--- config.mk ---
export PLATFORM = sky130hd
export DESIGN_NAME = dual_fifo_irq
export DESIGN_NICKNAME = d
export VERILOG_FILES = /design/src/rtl/dual_fifo_pkg.sv /design/src/rtl/byte_fifo.sv /design/src/rtl/trail_timer.sv /design/src/rtl/irq_status.sv /design/src/rtl/dual_fifo_irq.sv
export SDC_FILE = /design/constraint.sdc
export NUM_CORES = 1
export LEC_CHECK = 0
export BUFFER_PORTS_ARGS = -buffer_cell sky130_fd_sc_hd__buf_2
export CORE_MARGIN = 2
export CORE_UTILIZATION = 61
export CTS_CLUSTER_DIAMETER = 100
export DETAILED_ROUTE_END_ITERATION = 16
export GPL_TIMING_DRIVEN = 0
export MAX_ROUTING_LAYER = met4
export PLACE_DENSITY = 0.92
export SLEW_MARGIN = 10
export SYNTH_ARGS = -nofsm -noshare
export SYNTH_HDL_FRONTEND = slang
export SYNTH_HIERARCHICAL = 1
export SYNTH_SLANG_ARGS = --single-unit
--- constraint.sdc ---
create_clock -name clk -period 3.5 [get_ports clk]
set_clock_uncertainty 0.2 [all_clocks]
set_input_delay 0 -clock clk [delete_from_list [all_inputs] [get_ports clk]]
set_output_delay 0 -clock clk [all_outputs]
set_load 0.02 [all_outputs]
--- src/rtl/dual_fifo_pkg.sv ---
package dual_fifo_pkg;
   localparam int REG_AW    = 3;
   localparam int REG_DW    = 32;
   localparam int LVL_FW    = 7;
   localparam int NUM_EVT   = 7;

   localparam logic [REG_AW-1:0] RA_CTRL   = 3'd0;
   localparam logic [REG_AW-1:0] RA_TRAIL  = 3'd1;
   localparam logic [REG_AW-1:0] RA_IEN    = 3'd2;
   localparam logic [REG_AW-1:0] RA_ISTAT  = 3'd3;
   localparam logic [REG_AW-1:0] RA_FSTAT  = 3'd4;
   localparam logic [REG_AW-1:0] RA_TXDATA = 3'd5;
   localparam logic [REG_AW-1:0] RA_RXDATA = 3'd6;

   localparam int CB_RX_EN   = 0;
   localparam int CB_TX_EN   = 1;
   localparam int CB_RX_TRIG = 4;
   localparam int CB_TX_TRIG = 16;

   localparam int SB_TX_LVL   = 0;
   localparam int SB_TX_FULL  = 7;
   localparam int SB_TX_EMPTY = 8;
   localparam int SB_RX_LVL   = 16;
   localparam int SB_RX_FULL  = 23;
   localparam int SB_RX_EMPTY = 24;

   localparam int EV_TX_AE  = 0;
   localparam int EV_RX_AF  = 1;
   localparam int EV_TX_UDF = 2;
   localparam int EV_TX_OVF = 3;
   localparam int EV_RX_UDF = 4;
   localparam int EV_RX_OVF = 5;
   localparam int EV_TRAIL  = 6;
endpackage

--- src/rtl/byte_fifo.sv ---
module byte_fifo #(
   parameter int DATA_W = 8,
   parameter int DEPTH  = 16,
   localparam int AW    = $clog2(DEPTH),
   localparam int LW    = AW + 1
) (
   input  logic              clk,
   input  logic              rst_n,
   input  logic              flush,
   input  logic              push,
   input  logic [DATA_W-1:0] wdata,
   input  logic              pop,
   output logic [DATA_W-1:0] head,
   output logic [LW-1:0]     level,
   output logic              full,
   output logic              empty,
   output logic              ovf,
   output logic              udf
);
   logic [DATA_W-1:0] mem [DEPTH];
   logic [AW-1:0]     wp, rp;
   logic              do_push, do_pop;

   assign full    = (level == LW'(DEPTH));
   assign empty   = (level == '0);
   assign do_push = push & ~flush & ~full;
   assign do_pop  = pop & ~flush & ~empty;
   assign ovf     = push & ~flush & full;
   assign udf     = pop & ~flush & empty;
   assign head    = empty ? '0 : mem[rp];

   always_ff @(posedge clk) begin
      if (!rst_n || flush) begin
         wp    <= '0;
         rp    <= '0;
         level <= '0;
      end else begin
         if (do_push) wp <= wp + 1'b1;
         if (do_pop)  rp <= rp + 1'b1;
         case ({do_push, do_pop})
            2'b10:   level <= level + 1'b1;
            2'b01:   level <= level - 1'b1;
            default: level <= level;
         endcase
      end
   end

   always_ff @(posedge clk) begin
      if (do_push) mem[wp] <= wdata;
   end
endmodule

--- src/rtl/trail_timer.sv ---
module trail_timer #(
   parameter int CNT_W = 4
) (
   input  logic             clk,
   input  logic             rst_n,
   input  logic             active,
   input  logic             arrive,
   input  logic [CNT_W-1:0] limit,
   output logic             fire
);
   logic [CNT_W-1:0] idle_cnt;

   assign fire = active & ~arrive & (idle_cnt == limit);

   always_ff @(posedge clk) begin
      if (!rst_n || !active || arrive) idle_cnt <= '0;
      else if (idle_cnt != limit)      idle_cnt <= idle_cnt + 1'b1;
   end
endmodule

--- src/rtl/irq_status.sv ---
module irq_status #(
   parameter int N = 7
) (
   input  logic         clk,
   input  logic         rst_n,
   input  logic [N-1:0] set,
   input  logic [N-1:0] clr,
   input  logic [N-1:0] ien,
   output logic [N-1:0] stat,
   output logic         irq
);
   for (genvar i = 0; i < N; i++) begin : g_bit
      always_ff @(posedge clk) begin
         if (!rst_n) stat[i] <= 1'b0;
         else        stat[i] <= set[i] | (stat[i] & ~clr[i]);
      end
   end

   assign irq = |(stat & ien);
endmodule

--- src/rtl/dual_fifo_irq.sv ---
module dual_fifo_irq
   import dual_fifo_pkg::*;
#(
   parameter int DEPTH   = 16,
   parameter int DATA_W  = 8,
   parameter int TRAIL_W = 4,
   parameter logic [TRAIL_W-1:0] TRAIL_RST = '1,
   localparam int LW     = $clog2(DEPTH) + 1
) (
   input  logic              clk,
   input  logic              rst_n,
   input  logic              reg_wr,
   input  logic              reg_rd,
   input  logic [2:0]        reg_addr,
   input  logic [31:0]       reg_wdata,
   output logic [31:0]       reg_rdata,
   input  logic              eng_tx_pop,
   output logic [DATA_W-1:0] eng_tx_data,
   input  logic              eng_rx_push,
   input  logic [DATA_W-1:0] eng_rx_data,
   output logic              irq
);
   if (!(DEPTH == 16 || DEPTH == 64)) begin : g_bad_depth
      $error("DEPTH must be 16 or 64");
   end
   if (DATA_W < 1 || DATA_W > 8) begin : g_bad_dw
      $error("DATA_W must be 1..8");
   end
   if (TRAIL_W < 1 || TRAIL_W > 4) begin : g_bad_tw
      $error("TRAIL_W must be 1..4");
   end

   logic                 rx_en, tx_en;
   logic [LVL_FW-1:0]    rx_trig, tx_trig;
   logic [TRAIL_W-1:0]   trail_len;
   logic [NUM_EVT-1:0]   ien, istat, ev_set, ev_clr;
   logic [LW-1:0]        tx_lvl, rx_lvl;
   logic [LVL_FW-1:0]    tx_lvl7, rx_lvl7;
   logic                 tx_full, tx_empty, rx_full, rx_empty;
   logic                 tx_ovf, tx_udf, rx_ovf, rx_udf;
   logic [DATA_W-1:0]    rx_head;
   logic                 tx_wr, rx_pop, trail_fire;
   logic                 unused_wbits;

   assign tx_wr  = reg_wr && (reg_addr == RA_TXDATA);
   assign rx_pop = reg_rd && (reg_addr == RA_RXDATA);
   assign unused_wbits = ^{reg_wdata[31:23], reg_wdata[15:11]};

   always_ff @(posedge clk) begin
      if (!rst_n) begin
         rx_en     <= 1'b0;
         tx_en     <= 1'b0;
         rx_trig   <= '0;
         tx_trig   <= '0;
         trail_len <= TRAIL_RST;
         ien       <= '0;
      end else if (reg_wr) begin
         case (reg_addr)
            RA_CTRL: begin
               rx_en   <= reg_wdata[CB_RX_EN];
               tx_en   <= reg_wdata[CB_TX_EN];
               rx_trig <= reg_wdata[CB_RX_TRIG +: LVL_FW];
               tx_trig <= reg_wdata[CB_TX_TRIG +: LVL_FW];
            end
            RA_TRAIL: trail_len <= reg_wdata[TRAIL_W-1:0];
            RA_IEN:   ien       <= reg_wdata[NUM_EVT-1:0];
            default: ;
         endcase
      end
   end

   byte_fifo #(.DATA_W(DATA_W), .DEPTH(DEPTH)) u_txq (
      .clk(clk), .rst_n(rst_n), .flush(~tx_en),
      .push(tx_wr), .wdata(reg_wdata[DATA_W-1:0]),
      .pop(eng_tx_pop), .head(eng_tx_data),
      .level(tx_lvl), .full(tx_full), .empty(tx_empty),
      .ovf(tx_ovf), .udf(tx_udf)
   );

   byte_fifo #(.DATA_W(DATA_W), .DEPTH(DEPTH)) u_rxq (
      .clk(clk), .rst_n(rst_n), .flush(~rx_en),
      .push(eng_rx_push), .wdata(eng_rx_data),
      .pop(rx_pop), .head(rx_head),
      .level(rx_lvl), .full(rx_full), .empty(rx_empty),
      .ovf(rx_ovf), .udf(rx_udf)
   );

   trail_timer #(.CNT_W(TRAIL_W)) u_trail (
      .clk(clk), .rst_n(rst_n),
      .active(rx_en & ~rx_empty),
      .arrive(eng_rx_push & rx_en),
      .limit(trail_len),
      .fire(trail_fire)
   );

   assign tx_lvl7 = LVL_FW'(tx_lvl);
   assign rx_lvl7 = LVL_FW'(rx_lvl);

   always_comb begin
      ev_set            = '0;
      ev_set[EV_TX_AE]  = tx_en & (tx_lvl7 <= tx_trig);
      ev_set[EV_RX_AF]  = rx_en & (rx_lvl7 >= rx_trig);
      ev_set[EV_TX_UDF] = tx_udf;
      ev_set[EV_TX_OVF] = tx_ovf;
      ev_set[EV_RX_UDF] = rx_udf;
      ev_set[EV_RX_OVF] = rx_ovf;
      ev_set[EV_TRAIL]  = trail_fire;
   end

   assign ev_clr = (reg_wr && reg_addr == RA_ISTAT) ? reg_wdata[NUM_EVT-1:0] : '0;

   irq_status #(.N(NUM_EVT)) u_irq (
      .clk(clk), .rst_n(rst_n),
      .set(ev_set), .clr(ev_clr), .ien(ien),
      .stat(istat), .irq(irq)
   );

   always_comb begin
      reg_rdata = '0;
      case (reg_addr)
         RA_CTRL: begin
            reg_rdata[CB_RX_EN]               = rx_en;
            reg_rdata[CB_TX_EN]               = tx_en;
            reg_rdata[CB_RX_TRIG +: LVL_FW]   = rx_trig;
            reg_rdata[CB_TX_TRIG +: LVL_FW]   = tx_trig;
         end
         RA_TRAIL: reg_rdata[TRAIL_W-1:0] = trail_len;
         RA_IEN:   reg_rdata[NUM_EVT-1:0] = ien;
         RA_ISTAT: reg_rdata[NUM_EVT-1:0] = istat;
         RA_FSTAT: begin
            reg_rdata[SB_TX_LVL +: LVL_FW] = tx_lvl7;
            reg_rdata[SB_TX_FULL]          = tx_full;
            reg_rdata[SB_TX_EMPTY]         = tx_empty;
            reg_rdata[SB_RX_LVL +: LVL_FW] = rx_lvl7;
            reg_rdata[SB_RX_FULL]          = rx_full;
            reg_rdata[SB_RX_EMPTY]         = rx_empty;
         end
         RA_RXDATA: reg_rdata[DATA_W-1:0] = rx_head;
         default: ;
      endcase
   end
endmodule

==> results.md <==
* Post-DRT Antenna Nets at 0
* Maximum VDD drop at 0.000618 V
* First-pass GRT wire length at between 50000 and 60000 µm
* Setup CP Type: reg -> out
* Final period util at 97.4%
* Multi-input logic area at 0.00489 mm²
* Fmax at 293 MHz
* Syn. warnings at 6
* Syn Area/Cell at 15.0 µm²
* Largest net degree at the start of global routing at 22
* # rows at 56
* Fin. max-slew vios at 0
* All-Layer GR Usage at between 30 and 40%
* Die Width at 158 µm
* Pleak at 5.71 nW
* Setup WS pre-CTS at -0.0276 ns
* Die area at 0.0248 mm²
* Initial DRC Count at 1141
* Commonest non-fill, non-tap cells in the layout: edfxtp_1 (256), buf_2 (76), nor2_1 (74), dfxtp_1 (72), mux4_2 (65)
* Area of the core at 0.0233 mm²
* Worst Hold Class: in -> reg
* Via count at between 9000 and 10000
* DRC at 0
* Crit path launch type: flip-flop
* Gpl congestion at 0.878
* Post-synth EDFFs at between 200 and 300
* Commonest non-fill, non-tap cell in the layout: edfxtp_1
* Dpl hpwl at 21300 µm
* R2R depth at 12
* WP data required at 3.30 ns
* Critical path arrival at 3.21 ns
* Drt wl/cell at about 25 µm
* DR pass1 iterations at 8
* Fillers at about 1300
* Initial Util at 61.7%
* Worst setup margin at 0.0898 ns
* # H-tree levels at 1
* Root buffer cell: clkbuf_16
* DP Cell Count at around 1400
* Io pins at 90
* Worst hold path depth at 2
* Setup_tns at 0 ns
* Syn Inst Count at 960
* Die height at between 150 and 200 µm
* Post-Syn Area at 0.0144 mm²
* Clock buffer depth at 3
* Final hold vios at 0
* Synth cell types at 79
* Clk_lat worst skew at 0.57 ns
* Primary FF master, synth: edfxtp_1
* Port buffer count at 62
* Vias in the first global route at 9532
* Max FO, Critical Path at 8
* Seq/Total Area, Yosys at between 60 and 70%
* Rel. slew slack at 19.9%
* Sequential cell area at 0.00913 mm²
* Share of cells above drive strength 1 at 22.5%
* Non-Filler Instances at 1471
* Clock-pin slew on the worst setup and hold paths at about 0.07 ns
* #FFs+latches synth at about 330
* CTS tree: built
* Gr ovfl total at 0
* Element type at the critical path end: primary output
* Total CTS buffers at 31
* Sink Count at 328
* Final setup vio count at 0
* Initial antenna violation count at 0
* Share of flip-flops with an asynchronous set or reset at 0%
* Max Cap Viol at 0
* Total power at 7.91 mW
* Minimum clock period at 3.41 ns
* Worst slew pin tran at 1.19 ns
* Number of vias per cell at ~6.5
* P&R area growth vs syn at 17.1%
* ANT cells at 0
* Final nets at 1203
* Pwr dens at 469 mW/mm²
* Drt total wl at 36800 µm
* Status: completed
-- power breakdown --
group	internal [mW]	total, mW	switching (mW)
Combinational	0.0952	0.249	0.154
Clock	1.98	3.45	1.47
Sequential	4.20	4.21	0.00830
Total	6.27	7.91	1.64
-- flip-flops by register name, summed over array words and instances (netlist names), named ones only --
name and flops:
ien 7, rx_en 1, rx_trig 7, trail_len 4, tx_en 1, tx_trig 7
u_irq/stat 7, u_rxq/level 5, u_rxq/mem 128, u_rxq/rp 4, u_rxq/wp 4, u_trail/idle_cnt 4
u_txq/level 5, u_txq/mem 128, u_txq/rp 4, u_txq/wp 4
-- critical path: stages (launching register included) --
cell and delay [ns]:
dfxtp_1 0.35, buf_6 0.15, or4_4 0.48, buf_6 0.15
o21ai_2 0.36, o22ai_1 0.20, mux4_2 0.52, nand2_1 0.11
o31ai_1 0.13, buf_2 0.20
-- path summary, 6_finish.rpt --
check	start	slack (ns)	endpoint
worst min-delay path	eng_rx_data[0]	0.18	u_rxq/mem[2][0]
worst min register to register	rx_trig[1]	0.29	rx_trig[1]
worst max register to register	u_rxq/level[1]	0.12	u_rxq/level[4]
worst max-delay path	u_rxq/level[1]	0.09	reg_rdata[0]
-- synthesized netlist by cell type, types with 12 or more instances --
master    instances  area share, %
o22ai_1          18           0.78
mux2i_1          62            4.3
nand2b_1         14           0.61
nand3_1          13           0.45
edfxtp_1        256             53
buf_2            16           0.56
nand2_1          60            1.6
ha_1             27            2.3
mux4_2           65             10
buf_4            18           0.94
nor2b_1          23            1.0
o21a_1           12           0.63
inv_1            28           0.73
nor3_1           13           0.45
clkbuf_1         16           0.42
nor2_1           74            1.9
dfxtp_1          72             10
-- cell type report --
cell class | count | area share (%)
buffer | 61 | 2.23
clock buffer | 41 | 4.94
clock inverter | 17 | 1.21
inverter | 29 | 0.646
multi-input combinational | 553 | 29.0
sequential | 328 | 54.1
tap | 319 | 2.37
timing repair buffer | 123 | 5.45
-- kinds of logic (layout without fill, tap and decap cells) --
logic type               Yosys count  count (layout)  synth area share [%]
AO/OA/AOI/OAI                    107             107                  5.60
XOR/XNOR                          19              19                  1.16
adder cells (fa/ha/maj)           27              27                  2.35
buffers and inverters             90             271                  3.22
flip-flops                       328             328                  63.4
multiplexers                     132             132                  14.9
other                              1              12                0.0260
AND/OR/NAND/NOR                  256             256                  9.38
-- per-layer routing --
layer	vias up	global-route usage [%]	share of wire [%]
met3	183	4.30	8.5
met4	0	15.1	6.4
met2	703	51.6	50
met5	-	-	0
met1	4663	36.4	35
li1	3976	-	-
-- repair_timing --
item                                    in CTS  in global routing
hold buffers                                60                  0
endpoints found under the setup margin       2                 29
resized for setup                            5                 12
gates cloned                                 0                  0
hold endpoints to repair                   314                  0
setup buffers                                0                  0
-- stage by stage --
| stage | utilization [%] | hold slack (ns) | cell area (µm²) |
|---|---|---|---|
| after floorplan | - | -0.101 | 14400 |
| after global placement | 64.9 | 0.0429 | 15100 |
| after detailed placement | 64.9 | 0.0486 | 15100 |
| after CTS | 72.0 | 0.164 | 16800 |
| after global routing | 72.3 | 0.176 | 16900 |
| final | 72.3 | 0.177 | 16900 |
(Power assumes the default switching activity.)
